### config.mk
export PLATFORM = sky130hd
export DESIGN_NAME = prt_lane_tester
export DESIGN_NICKNAME = d
export VERILOG_FILES = /design/src/rtl/prt_pkg.sv /design/src/rtl/prt_pattern_gen.sv /design/src/rtl/prt_lane_checker.sv /design/src/rtl/prt_err_counter.sv /design/src/rtl/prt_lane_tester.sv
export SDC_FILE = /design/constraint.sdc
export NUM_CORES = 1
export LEC_CHECK = 0
export ABC_AREA = 1
export BUFFER_PORTS_ARGS = -buffer_cell sky130_fd_sc_hd__buf_2
export CORE_MARGIN = 2
export CORE_UTILIZATION = 30
export CTS_CLUSTER_SIZE = 40
export DETAILED_ROUTE_END_ITERATION = 7
export PLACE_DENSITY_LB_ADDON = 0.05
export SYNTH_ARGS = -nofsm -noshare
export SYNTH_HDL_FRONTEND = slang
export SYNTH_SLANG_ARGS = --single-unit
### constraint.sdc
create_clock -name clk -period 1.5 [get_ports clk]
set_input_delay 0.075 -clock clk [delete_from_list [all_inputs] [get_ports clk]]
set_output_delay 0.075 -clock clk [all_outputs]
set_load 0.01 [all_outputs]
### src/rtl/prt_pkg.sv
package prt_pkg;
  typedef enum logic [1:0] {
    MODE_NORM = 2'd0,
    MODE_PRBS = 2'd1,
    MODE_LO   = 2'd2,
    MODE_HI   = 2'd3
  } mode_e;

  localparam int PRBS_ORDER = 7;
  localparam int PRBS_TAP_A = 6;
  localparam int PRBS_TAP_B = 5;
  localparam logic [PRBS_ORDER-1:0] PRBS_SEED = {PRBS_ORDER{1'b1}};

  function automatic logic [PRBS_ORDER-1:0] prbs_step(input logic [PRBS_ORDER-1:0] s);
    return {s[PRBS_ORDER-2:0], s[PRBS_TAP_A] ^ s[PRBS_TAP_B]};
  endfunction
endpackage

### src/rtl/prt_pattern_gen.sv
module prt_pattern_gen
  import prt_pkg::*;
#(
  parameter int LANES   = 3,
  parameter int LO_HALF = 5
) (
  input  logic             clk,
  input  logic             rst_n,
  input  logic [1:0]       mode_i,
  input  logic [LANES-1:0] norm_data_i,
  output logic [LANES-1:0] tx_data_o
);
  localparam int LO_PERIOD = 2 * LO_HALF;
  localparam int LO_W      = $clog2(LO_PERIOD);

  mode_e                 cur_mode;
  mode_e                 nxt_mode;
  logic                  mode_change;
  logic [PRBS_ORDER-1:0] lfsr;
  logic [LO_W-1:0]       lo_cnt;
  logic                  hi_bit;
  logic                  pat_bit;

  // Mode acceptance: the fast-to-slow step is refused and the current mode kept.
  always_comb begin
    nxt_mode = mode_e'(mode_i);
    if (cur_mode == MODE_HI && mode_e'(mode_i) == MODE_LO)
      nxt_mode = cur_mode;
    mode_change = (nxt_mode != cur_mode);
  end

  always_ff @(posedge clk) begin
    if (!rst_n) begin
      cur_mode <= MODE_NORM;
      lfsr     <= PRBS_SEED;
      lo_cnt   <= '0;
      hi_bit   <= 1'b1;
    end else begin
      cur_mode <= nxt_mode;
      if (mode_change) begin
        lfsr   <= PRBS_SEED;
        lo_cnt <= '0;
        hi_bit <= 1'b1;
      end else begin
        lfsr   <= prbs_step(lfsr);
        lo_cnt <= (lo_cnt == LO_W'(LO_PERIOD - 1)) ? '0 : lo_cnt + 1'b1;
        hi_bit <= ~hi_bit;
      end
    end
  end

  always_comb begin
    unique case (cur_mode)
      MODE_PRBS: pat_bit = lfsr[PRBS_ORDER-1];
      MODE_LO:   pat_bit = (lo_cnt >= LO_W'(LO_HALF));
      MODE_HI:   pat_bit = hi_bit;
      default:   pat_bit = 1'b0;
    endcase
  end

  for (genvar l = 0; l < LANES; l++) begin : g_lane_mux
    assign tx_data_o[l] = (cur_mode == MODE_NORM) ? norm_data_i[l] : pat_bit;
  end

  // a fast-to-slow request leaves the fast toggle in place
  p_hi_to_lo_blocked_r6: assert property (@(posedge clk) disable iff (!rst_n)
    (cur_mode == MODE_HI && mode_i == 2'd2) |=> (cur_mode == MODE_HI));

  // the generator state never reaches zero
  p_lfsr_nonzero_r5: assert property (@(posedge clk) disable iff (!rst_n)
    lfsr != '0);

  // staying in fast toggle flips the output every cycle
  p_hi_alternates_r3: assert property (@(posedge clk) disable iff (!rst_n)
    ($past(cur_mode) == MODE_HI && cur_mode == MODE_HI) |-> (pat_bit != $past(pat_bit)));
endmodule

### src/rtl/prt_lane_checker.sv
module prt_lane_checker
  import prt_pkg::*;
(
  input  logic clk,
  input  logic rst_n,
  input  logic en_i,
  input  logic rx_i,
  output logic err_o
);
  localparam int SC_W = $clog2(PRBS_ORDER);

  logic [PRBS_ORDER-1:0] state;
  logic [SC_W-1:0]       load_cnt;
  logic                  locked;
  logic                  pred;

  assign pred  = state[PRBS_TAP_A] ^ state[PRBS_TAP_B];
  assign err_o = en_i & locked & (rx_i != pred);

  always_ff @(posedge clk) begin
    if (!rst_n) begin
      state    <= '0;
      load_cnt <= '0;
      locked   <= 1'b0;
    end else if (!en_i) begin
      load_cnt <= '0;
      locked   <= 1'b0;
    end else if (!locked) begin
      state <= {state[PRBS_ORDER-2:0], rx_i};
      if (load_cnt == SC_W'(PRBS_ORDER - 1)) begin
        locked <= 1'b1;
      end else begin
        load_cnt <= load_cnt + 1'b1;
      end
    end else begin
      state <= {state[PRBS_ORDER-2:0], pred};
    end
  end

  // nothing is flagged in the cycle counting has just been enabled
  p_no_err_on_enable_r7: assert property (@(posedge clk) disable iff (!rst_n)
    $rose(en_i) |-> !err_o);
endmodule

### src/rtl/prt_err_counter.sv
module prt_err_counter #(
  parameter int CNT_W = 8
) (
  input  logic             clk,
  input  logic             rst_n,
  input  logic             err_i,
  input  logic             rd_clr_i,
  output logic [CNT_W-1:0] cnt_o
);
  localparam logic [CNT_W-1:0] CNT_MAX = {CNT_W{1'b1}};

  always_ff @(posedge clk) begin
    if (!rst_n) begin
      cnt_o <= '0;
    end else if (rd_clr_i) begin
      cnt_o <= {{(CNT_W-1){1'b0}}, err_i};
    end else if (err_i && cnt_o != CNT_MAX) begin
      cnt_o <= cnt_o + 1'b1;
    end
  end

  // a full counter stays full until read
  p_saturate_r8: assert property (@(posedge clk) disable iff (!rst_n)
    (cnt_o == CNT_MAX && !rd_clr_i) |=> (cnt_o == CNT_MAX));

  // after a read only the coinciding error can remain
  p_clear_on_read_r9: assert property (@(posedge clk) disable iff (!rst_n)
    rd_clr_i |=> (cnt_o <= CNT_W'(1)));

  // without a read the count never goes down
  p_monotonic_r8: assert property (@(posedge clk) disable iff (!rst_n)
    !rd_clr_i |=> (cnt_o >= $past(cnt_o)));
endmodule

### src/rtl/prt_lane_tester.sv
module prt_lane_tester
  import prt_pkg::*;
#(
  parameter int LANES   = 3,
  parameter int CNT_W   = 8,
  parameter int LO_HALF = 5
) (
  input  logic                   clk,
  input  logic                   rst_n,
  input  logic [1:0]             mode_i,
  input  logic                   cnt_en_i,
  input  logic [LANES-1:0]       norm_data_i,
  output logic [LANES-1:0]       tx_data_o,
  input  logic [LANES-1:0]       rx_data_i,
  input  logic [LANES-1:0]       rd_clr_i,
  output logic [LANES*CNT_W-1:0] err_cnt_o
);
  logic [LANES-1:0] lane_err;

  prt_pattern_gen #(
    .LANES  (LANES),
    .LO_HALF(LO_HALF)
  ) u_gen (
    .clk        (clk),
    .rst_n      (rst_n),
    .mode_i     (mode_i),
    .norm_data_i(norm_data_i),
    .tx_data_o  (tx_data_o)
  );

  for (genvar l = 0; l < LANES; l++) begin : g_lane
    prt_lane_checker u_chk (
      .clk  (clk),
      .rst_n(rst_n),
      .en_i (cnt_en_i),
      .rx_i (rx_data_i[l]),
      .err_o(lane_err[l])
    );

    prt_err_counter #(
      .CNT_W(CNT_W)
    ) u_cnt (
      .clk     (clk),
      .rst_n   (rst_n),
      .err_i   (lane_err[l]),
      .rd_clr_i(rd_clr_i[l]),
      .cnt_o   (err_cnt_o[l*CNT_W +: CNT_W])
    );
  end
endmodule

# ---- Yosys cells after proc, flatten, opt, wreduce, memory -nomap -nowiden
# Cells that the tools add are included.
dict set report word_totals {
  reg_bits 71
  in_bits 14
  output_inout_bits 27
  word_cells 97
}
dict set report classes {
  n_addsub 7
  order_cmp 1
  n_eq_ne 15
  n_mux 20
  bitwise_logic 18
  reduce_logical 17
}
# op count
set ops {}
lappend ops {{8-bit by 1-bit adder with 8-bit output (second input constant)} 3}
lappend ops {{8-bit inequality test (second input constant)} 3}
lappend ops {{1-bit 2-to-1 mux} 18}
lappend ops {{3-bit by 1-bit adder with 3-bit output (second input constant)} 3}
lappend ops {{3-bit == test (second input constant)} 3}
lappend ops {{1-bit inverter} 8}
lappend ops {{2-bit AND reduction} 4}
lappend ops {{2-bit OR reduction} 4}
lappend ops {{1-bit bitwise AND} 6}
lappend ops {{2-bit == test (second input constant)} 3}
lappend ops {{2-bit nonzero test} 3}
lappend ops {{4-bit by 1-bit adder with 4-bit output (second input constant)} 1}
lappend ops {{4-bit == test (second input constant)} 1}
lappend ops {{4-bit by 3-bit >= comparator with 1-bit output (second input constant)} 1}
lappend ops {{1-bit logical AND} 4}
lappend ops {{1-bit XOR} 4}
lappend ops {{1-bit inequality test} 3}
lappend ops {{1-bit one-hot mux with 3 select lines} 1}
lappend ops {{3-bit OR reduction} 1}
lappend ops {{2-bit by 1-bit == test with 1-bit output (second input constant)} 1}
lappend ops {{2-bit logical NOT} 1}
lappend ops {{2-bit 2-to-1 mux} 1}
lappend ops {{2-bit inequality test} 1}

# ---- Depth between registers and ports, before layout
# Gate-level depths: netlist of run 1.
dict set report depth {
  ltp_word 6
  ltp_mapped 9
}

# ---- By module
# From an unflattened synthesis of run 1, not the netlist that was laid out.
dict set report hier_totals {
  hier_cells 498
  area_unflattened_um2 3493.4
}
# mod n_inst cells_per_inst area_each_um2
set modules_own_cells {}
lappend modules_own_cells {prt_err_counter 3 73 486.7}
lappend modules_own_cells {prt_lane_checker 3 67 481.7}
lappend modules_own_cells {prt_pattern_gen 1 78 588.1}

# ---- Least setup slack after synthesis of run 1
# Ideal clock, no wire load.
dict set report synth_timing {
  path_kind {reg-to-reg}
  from {register g_lane[0].u_cnt.cnt_o[1]}
  to {register g_lane[0].u_cnt.cnt_o[1]}
  setup_ns 0.070
  t_arrival_ns 1.259
  required_time_ns 1.430
  setup_slack_ns 0.171
  stages_incl_launch_ff 8
  path_buffers 0
  cell_sequence {dfxtp_1 > ha_1 > nand3_1 > inv_1 > nand2_2 > nand3_2 > nand2_1 > a21oi_1}
}
dict set report synth_via {
  elab_chain_cells 2
}
# item line_no
set synth_rtl {}
lappend synth_rtl {{from (decl)} prt_err_counter.sv:8} ;# output logic [CNT_W-1:0] cnt_o
lappend synth_rtl {{from (signal assigned)} prt_err_counter.sv:16} ;# cnt_o <= {{(CNT_W-1){1'b0}}, err_i};
lappend synth_rtl {{from (signal assigned)} prt_err_counter.sv:18} ;# cnt_o <= cnt_o + 1'b1;
lappend synth_rtl {{parallel branches: the longest is 2 deep, another holds 8-bit by 1-bit adder with 8-bit output} n/a}
# Several ways; the timed one is not identified.
# A chain may end at the register's enable or synchronous reset.

# ---- Worst setup path in the final report of run 1
dict set report layout_timing {
  from {register u_gen.lo_cnt[1]}
  to {output tx_data_o[1]}
}
dict set report layout_via {
  elab_chain_cells 3
}
# item line_no
set layout_rtl {}
lappend layout_rtl {{from (decl)} prt_pattern_gen.sv:20} ;# logic [LO_W-1:0] lo_cnt;
lappend layout_rtl {{from (signal assigned)} prt_pattern_gen.sv:46} ;# lo_cnt <= (lo_cnt == LO_W'(LO_PERIOD - 1)) ? '0 : lo_cnt + 1'b1;
lappend layout_rtl {{4-bit by 3-bit >= comparator with 1-bit output} prt_pattern_gen.sv:55} ;# MODE_LO: pat_bit = (lo_cnt >= LO_W'(LO_HALF));
lappend layout_rtl {{1-bit one-hot mux with 3 select lines} prt_pattern_gen.sv:53} ;# unique case (cur_mode)
lappend layout_rtl {{1-bit 2-to-1 mux} prt_pattern_gen.sv:62} ;# assign tx_data_o[l] = (cur_mode == MODE_NORM) ? norm_data_i[l] : pat_bit;
lappend layout_rtl {{to (decl)} prt_lane_tester.sv:13} ;# output logic [LANES-1:0] tx_data_o,
# Every way passes these cells.

==> flow_summary.ini, run 1 <==
[layout]
fin_util = 0.384
layout_commonest_cell = nand2_1
syn_to_final_growth_pct = 24.3
drive_gt1_frac = 0.182
mostFrequentLayoutCells = nand2_1, dfxtp_1, inv_1
fin_cells = 726
antenna-diode-count = 0
fin_nets = 604
stdcell_area_um2 = 4420

[global_route]
track_usage = 0.134
grt_pass1_wl_um = 13900
antenna_found_initial = 0
globalRoute.totalOverflow = 0
grt_pass1_vias = 3082
grt_max_degree = 26

[placed_design]
dpl_cell_area_um2 = 4020
placed_cells = 706
pre_cts_ws_ps = 79.4
gp_congestion = 0.820
portBuffers = 40
post-dp-hpwl_um = 5870

[power]
ir_drop_mv = 0.870
pwr-share-seq = 0.450
pwr-share-clk = 0.482
p_int_mw = 3.33
power_mw = 4.38
switching_share = 0.239
p_switching_mw = 1.05
combinationalPowerShare = 0.067
leakage_nw = 1.92
power_density_nw_per_um2 = 992

[worst_setup_path]
cp_max_fo = 3
cp-end-kind = output pin
max_stage_delay_ps = 330
critical_path.slowest_cell = dfxtp_2
cp.arrival_ps = 1440
crit_start = u_gen.lo_cnt[1]
path_class = flop to output pin
worstPathCellList = inv_2 > ha_4 > o21ai_2 > a21oi_2 > o22ai_2 > nand2_1 > buf_2
critPathLaunchType = flop
rr_startpoint = u_gen.cur_mode[0]
crit_required_ps = 1420
r2r_slack_ps = 140
cp_num_buf_inv = 2
critical-path-top-delay-family = compound AO/OA/AOI/OAI gates

[routing]
met2_wirelength_um = 3790
m1WireLength_um = 3830
drtIter0Drc = 171
highest_layer = met4
dr_wl_met3_um = 358
drc = 3
vias = 3315
drtPass1Iterations = 6
wl_per_cell_um = 11.2
wirelength_um = 8110
vias_per_cell = 4.57
ant_nets = 0

[clocking]
clk_latency_ps = 340
cts-root-buf = clkbuf_16
clk_pin_slew_ps = 60
cts.sinks = 71
cts-htree-levels = 3
cts_tree = yes
cts_buffer_depth = 2
cts_buffers = 9

[timing]
fin_crit_sh = 1.01
slew_viol_final = 0
period_needed_ps = 1510
fin_ws_ps = -11.0
relSlewSlack = 0.675
rsz0062_at_grt = true
setup_tns_ps = -25.0
skew_ps = 5.95
setup_viol = 3
tightest_slew_ps = 485
whs_ps = 78.4
hold_violations = 0
fmax_ghz = 0.662

[run_status]
status = finished with violations
violations = DRC, setup timing

[yosys]
yosysSeqAreaShare = 0.400
synth_cell_type_count = 27
synth_fp_nets = 542
yosysWarningCount = 0
syn_area_per_cell_um2 = 6.89
synthCells = 516
syn_area_um2 = 3560
synth-seq-cells = 71

[worst_hold_path]
min_from = rst_n
hold_path_class = primary input to flop

[die]
die_w_um = 113
die-area_um2 = 12700
die_h_um = 113
io_pins = 41
start_util = 0.309
fp-row-count = 39
design.core.area_um2 = 11500

[job]
max_cap_violations = 0
cells in the mapped netlist, drive strengths merged:
master | number | area, um2
nand2 | 137 | 524
dfxtp | 71 | 1420
inv | 66 | 248
nor2 | 64 | 248
nand3 | 47 | 263
a21oi | 41 | 209
o21ai | 26 | 134
nand4 | 15 | 93.8
ha | 12 | 150
nand3b | 12 | 90.1
clkbuf | 7 | 27.5
buf | 4 | 27.5
xor2 | 4 | 35.0
a211oi | 3 | 22.5
o21bai | 3 | 22.5
xnor2 | 3 | 33.8
o22ai | 1 | 6.26
final cells by class:
type,instances,area (um2)
inverters,66,250
multi-input cells,368,1900
fillers,1244,7100
well taps,143,179
clock buffers,9,225
flip-flops and latches,71,1430
repair buffers,62,368
clock inverters,7,73.8
kinds of logic after synthesis:
| kind of cell | after synthesis | share of synthesized area |
|---|---|---|
| simple gates | 275 | 0.343 |
| fa+ha+maj | 12 | 0.0422 |
| compound gates | 74 | 0.111 |
| buf+inv | 77 | 0.0851 |
| xor+xnor | 7 | 0.0194 |
| flops | 71 | 0.400 |
path summary, 6_finish.rpt:
kind / to / cells after the start
hold / removal: u_gen.cur_mode[0] / 3
setup / recovery: tx_data_o[1] / 7
setup reg to reg: u_gen.lo_cnt[2] / 5
hold reg to reg: u_gen.hi_bit / 1
sequential cells by signal, indices dropped and copies added, names as in the netlist:
name                   flops
u_gen.cur_mode             2
u_gen.lo_cnt               4
u_gen.hi_bit               1
g_lane.u_chk.state        21
g_lane.u_chk.load_cnt      9
u_gen.lfsr                 7
g_lane.u_cnt.cnt_o        24
g_lane.u_chk.locked        3
tightest hold or removal path: cells and delay by family:
kind / cells / cell delay, ps
buffers and inverters: 2 / 210
and+or+nand+nor: 1 / 100
metal layers:
layer  GRT usage  up-vias
met5           0        -
met4      0.0463        0
met3      0.0439       10
met2       0.223       45
met1       0.164     1470
li1            -     1790
power by group through the flow:
stage                     clock network (mW)  registers (mW)  logic (mW)
after floorplan                            0            2.01       0.195
after global placement                     0            2.01       0.279
after detailed placement                   0            2.01       0.283
after CTS                               2.20            1.97       0.292
after global routing                    2.27            1.98       0.343
final                                   2.11            1.97       0.296
what timing repair did:
item	4_1_cts	5_1_grt
buffers inserted	2	1
gates resized for setup	7	15
hold buffers	1	0
pin swaps	6	7
endpoints found under the hold margin	1	0
endpoints found under the setup margin	3	17
(Power assumes the default switching activity.)
==> run 2, diff against run 1 <==
--- a/config.mk
+++ b/config.mk
@@ -12,6 +12,7 @@
 export CTS_CLUSTER_SIZE = 40
 export DETAILED_ROUTE_END_ITERATION = 7
 export PLACE_DENSITY_LB_ADDON = 0.05
+export SETUP_SLACK_MARGIN = 0.5
 export SYNTH_ARGS = -nofsm -noshare
 export SYNTH_HDL_FRONTEND = slang
 export SYNTH_SLANG_ARGS = --single-unit
==> run 2 against run 1 <==
- the flow still finishes with violations (DRC, setup timing)
- non-clock buffer count up 21
- clock skew about the same
- sequential power about the same
- critical path type unchanged
- largest cell class unchanged
==> flow_summary.ini, run 2 (synthesis results as in run 1) <==
[timing]
skew_ps = 5.66
rsz0062_at_grt = true
slew_viol_final = 0
tightest_slew_ps = 607
hold_violations = 0
relSlewSlack = 0.594
fin_ws_ps = -8.76
fmax_ghz = 0.663
fin_crit_sh = 1.01
setup_viol = 2
period_needed_ps = 1510

[global_route]
grt_pass1_vias = 3415
grt_pass1_wl_um = 14900
antenna_found_initial = 0
track_usage = 0.142
globalRoute.totalOverflow = 0
grt_max_degree = 25

[clocking]
cts-root-buf = clkbuf_16
clk_pin_slew_ps = 60
cts_tree = yes
clk_latency_ps = 330
cts_buffers = 9
cts_buffer_depth = 2
cts-htree-levels = 3
cts.sinks = 71

[worst_setup_path]
rr_startpoint = g_lane[2].u_cnt.cnt_o[0]
cp-end-kind = output pin
max_stage_delay_ps = 320
path_class = flop to output pin
rr_worst_depth = 7
crit_end = tx_data_o[0]
cp_num_cells = 8
cp_max_fo = 3
crit_start = u_gen.lo_cnt[1]
critical-path-top-delay-family = compound AO/OA/AOI/OAI gates
r2r-end = g_lane[2].u_cnt.cnt_o[6]
worstPathCellList = inv_2 > ha_4 > inv_2 > o21ai_2 > a21oi_2 > o22ai_2 > nand2_1 > buf_2
critical_path.slowest_cell = dfxtp_2
cp_common_cell = inv_2
crit_required_ps = 1420
critPathLaunchType = flop
r2r_slack_ps = 310
cp.arrival_ps = 1430
cp_num_buf_inv = 3

[layout]
syn_to_final_growth_pct = 54.2
largest_reg_flops = 24
layout_commonest_cell = nand2_1
largest_register = g_lane.u_cnt.cnt_o
drive_gt1_frac = 0.493
mostFrequentLayoutCells = nand2_1, nor2_1, inv_1
antenna-diode-count = 0
top_regs = g_lane.u_cnt.cnt_o (24), g_lane.u_chk.state (21), g_lane.u_chk.load_cnt (9)
fin_nets = 626

[placed_design]
gp_congestion = 0.789
portBuffers = 40
post-dp-hpwl_um = 5750
pre_cts_ws_ps = 245

[die]
io_pins = 41
die-area_um2 = 12700
die_w_um = 113
fp-row-count = 39
start_util = 0.309
design.core.area_um2 = 11500
die_h_um = 113

[routing]
wl_per_cell_um = 12.2
m1WireLength_um = 4180
vias_per_cell = 4.71
highest_layer = met4
drtPass1Iterations = 8
met2_wirelength_um = 4520
drtIter0Drc = 115
wirelength_um = 9140
dr_wl_met3_um = 257
vias = 3524
drc = 5
ant_nets = 0

[worst_hold_path]
hold_path_class = primary input to flop
holdPathStages = 3

[power]
power_mw = 4.51
power_density_nw_per_um2 = 822
ir_drop_mv = 0.431
leakage_nw = 2.23

[run_status]
violations = DRC, setup timing
status = finished with violations

[job]
max_cap_violations = 0
-- run 2: changes by cell type in the layout (fill, tap and decap cells not counted), sizes merged --
cell      delta
bufinv       -1
clkinvlp     -4
clkbuf       +5
xnor2        +1
buf         +21
-- run 2: how the worst min path moves through the flow --
| stage | end | startpoint |
|---|---|---|
| after floorplan | u_gen.cur_mode[1] | mode_i[1] |
| after global placement | u_gen.cur_mode[1] | mode_i[1] |
| after detailed placement | u_gen.cur_mode[1] | mode_i[1] |
| after CTS | g_lane[1].u_chk.state[0] | rst_n |
| after global routing | g_lane[1].u_chk.state[0] | rst_n |
| final | g_lane[1].u_chk.state[0] | rst_n |
-- run 2: final cells by class --
| class | count | area [um2] |
|---|---|---|
| Clock inverter | 2 | 10.0 |
| Fill cell | 1142 | 6030 |
| Timing Repair Buffer | 83 | 629 |
| Sequential cell | 71 | 1520 |
| Inverter | 66 | 280 |
| Tap cell | 143 | 179 |
| Clock buffer | 14 | 295 |
| Multi-Input combinational cell | 369 | 2570 |
-- run 2: layer usage --
metal	GRT usage	vias to the layer above
li1	-	1842
met2	0.244	46
met5	0	-
met1	0.174	1624
met4	0.0667	0
met3	0.0241	12
-- run 2: power by group --
part,leakage [nW],total [mW],switching [mW],internal [mW]
Combinational,1.47,0.415,0.246,0.169
Clock,0.154,2.13,0.778,1.35
Sequential,0.603,1.96,0.0504,1.91
-- run 2: stage by stage --
step                TNS [ps]  std cells  utilization  hold WS [ps]  cell area [um2]
finish                 -9.80        748        0.476          40.9             5480
global route            -208        748        0.476          68.1             5480
CTS                    -68.0        740        0.428          31.0             4930
detailed placement         0        694        0.356           307             4100
global placement           0        694        0.356           289             4100
floorplan                  0        516            -           168             3750
-- run 2: timing repair --
item | in CTS | in global routing
resized for setup | 88 | 133
setup endpoints to repair | 51 | 58
endpoints found under the hold margin | 1 | 0
gates cloned | 1 | 0
pin swaps | 49 | 46
hold buffers | 1 | 0
setup buffers | 28 | 8
-- run 2: tightest hold or removal path, cell delays in order --
cell     delay, ps
buf_2          130
o21ai_0         80
a21oi_1         40
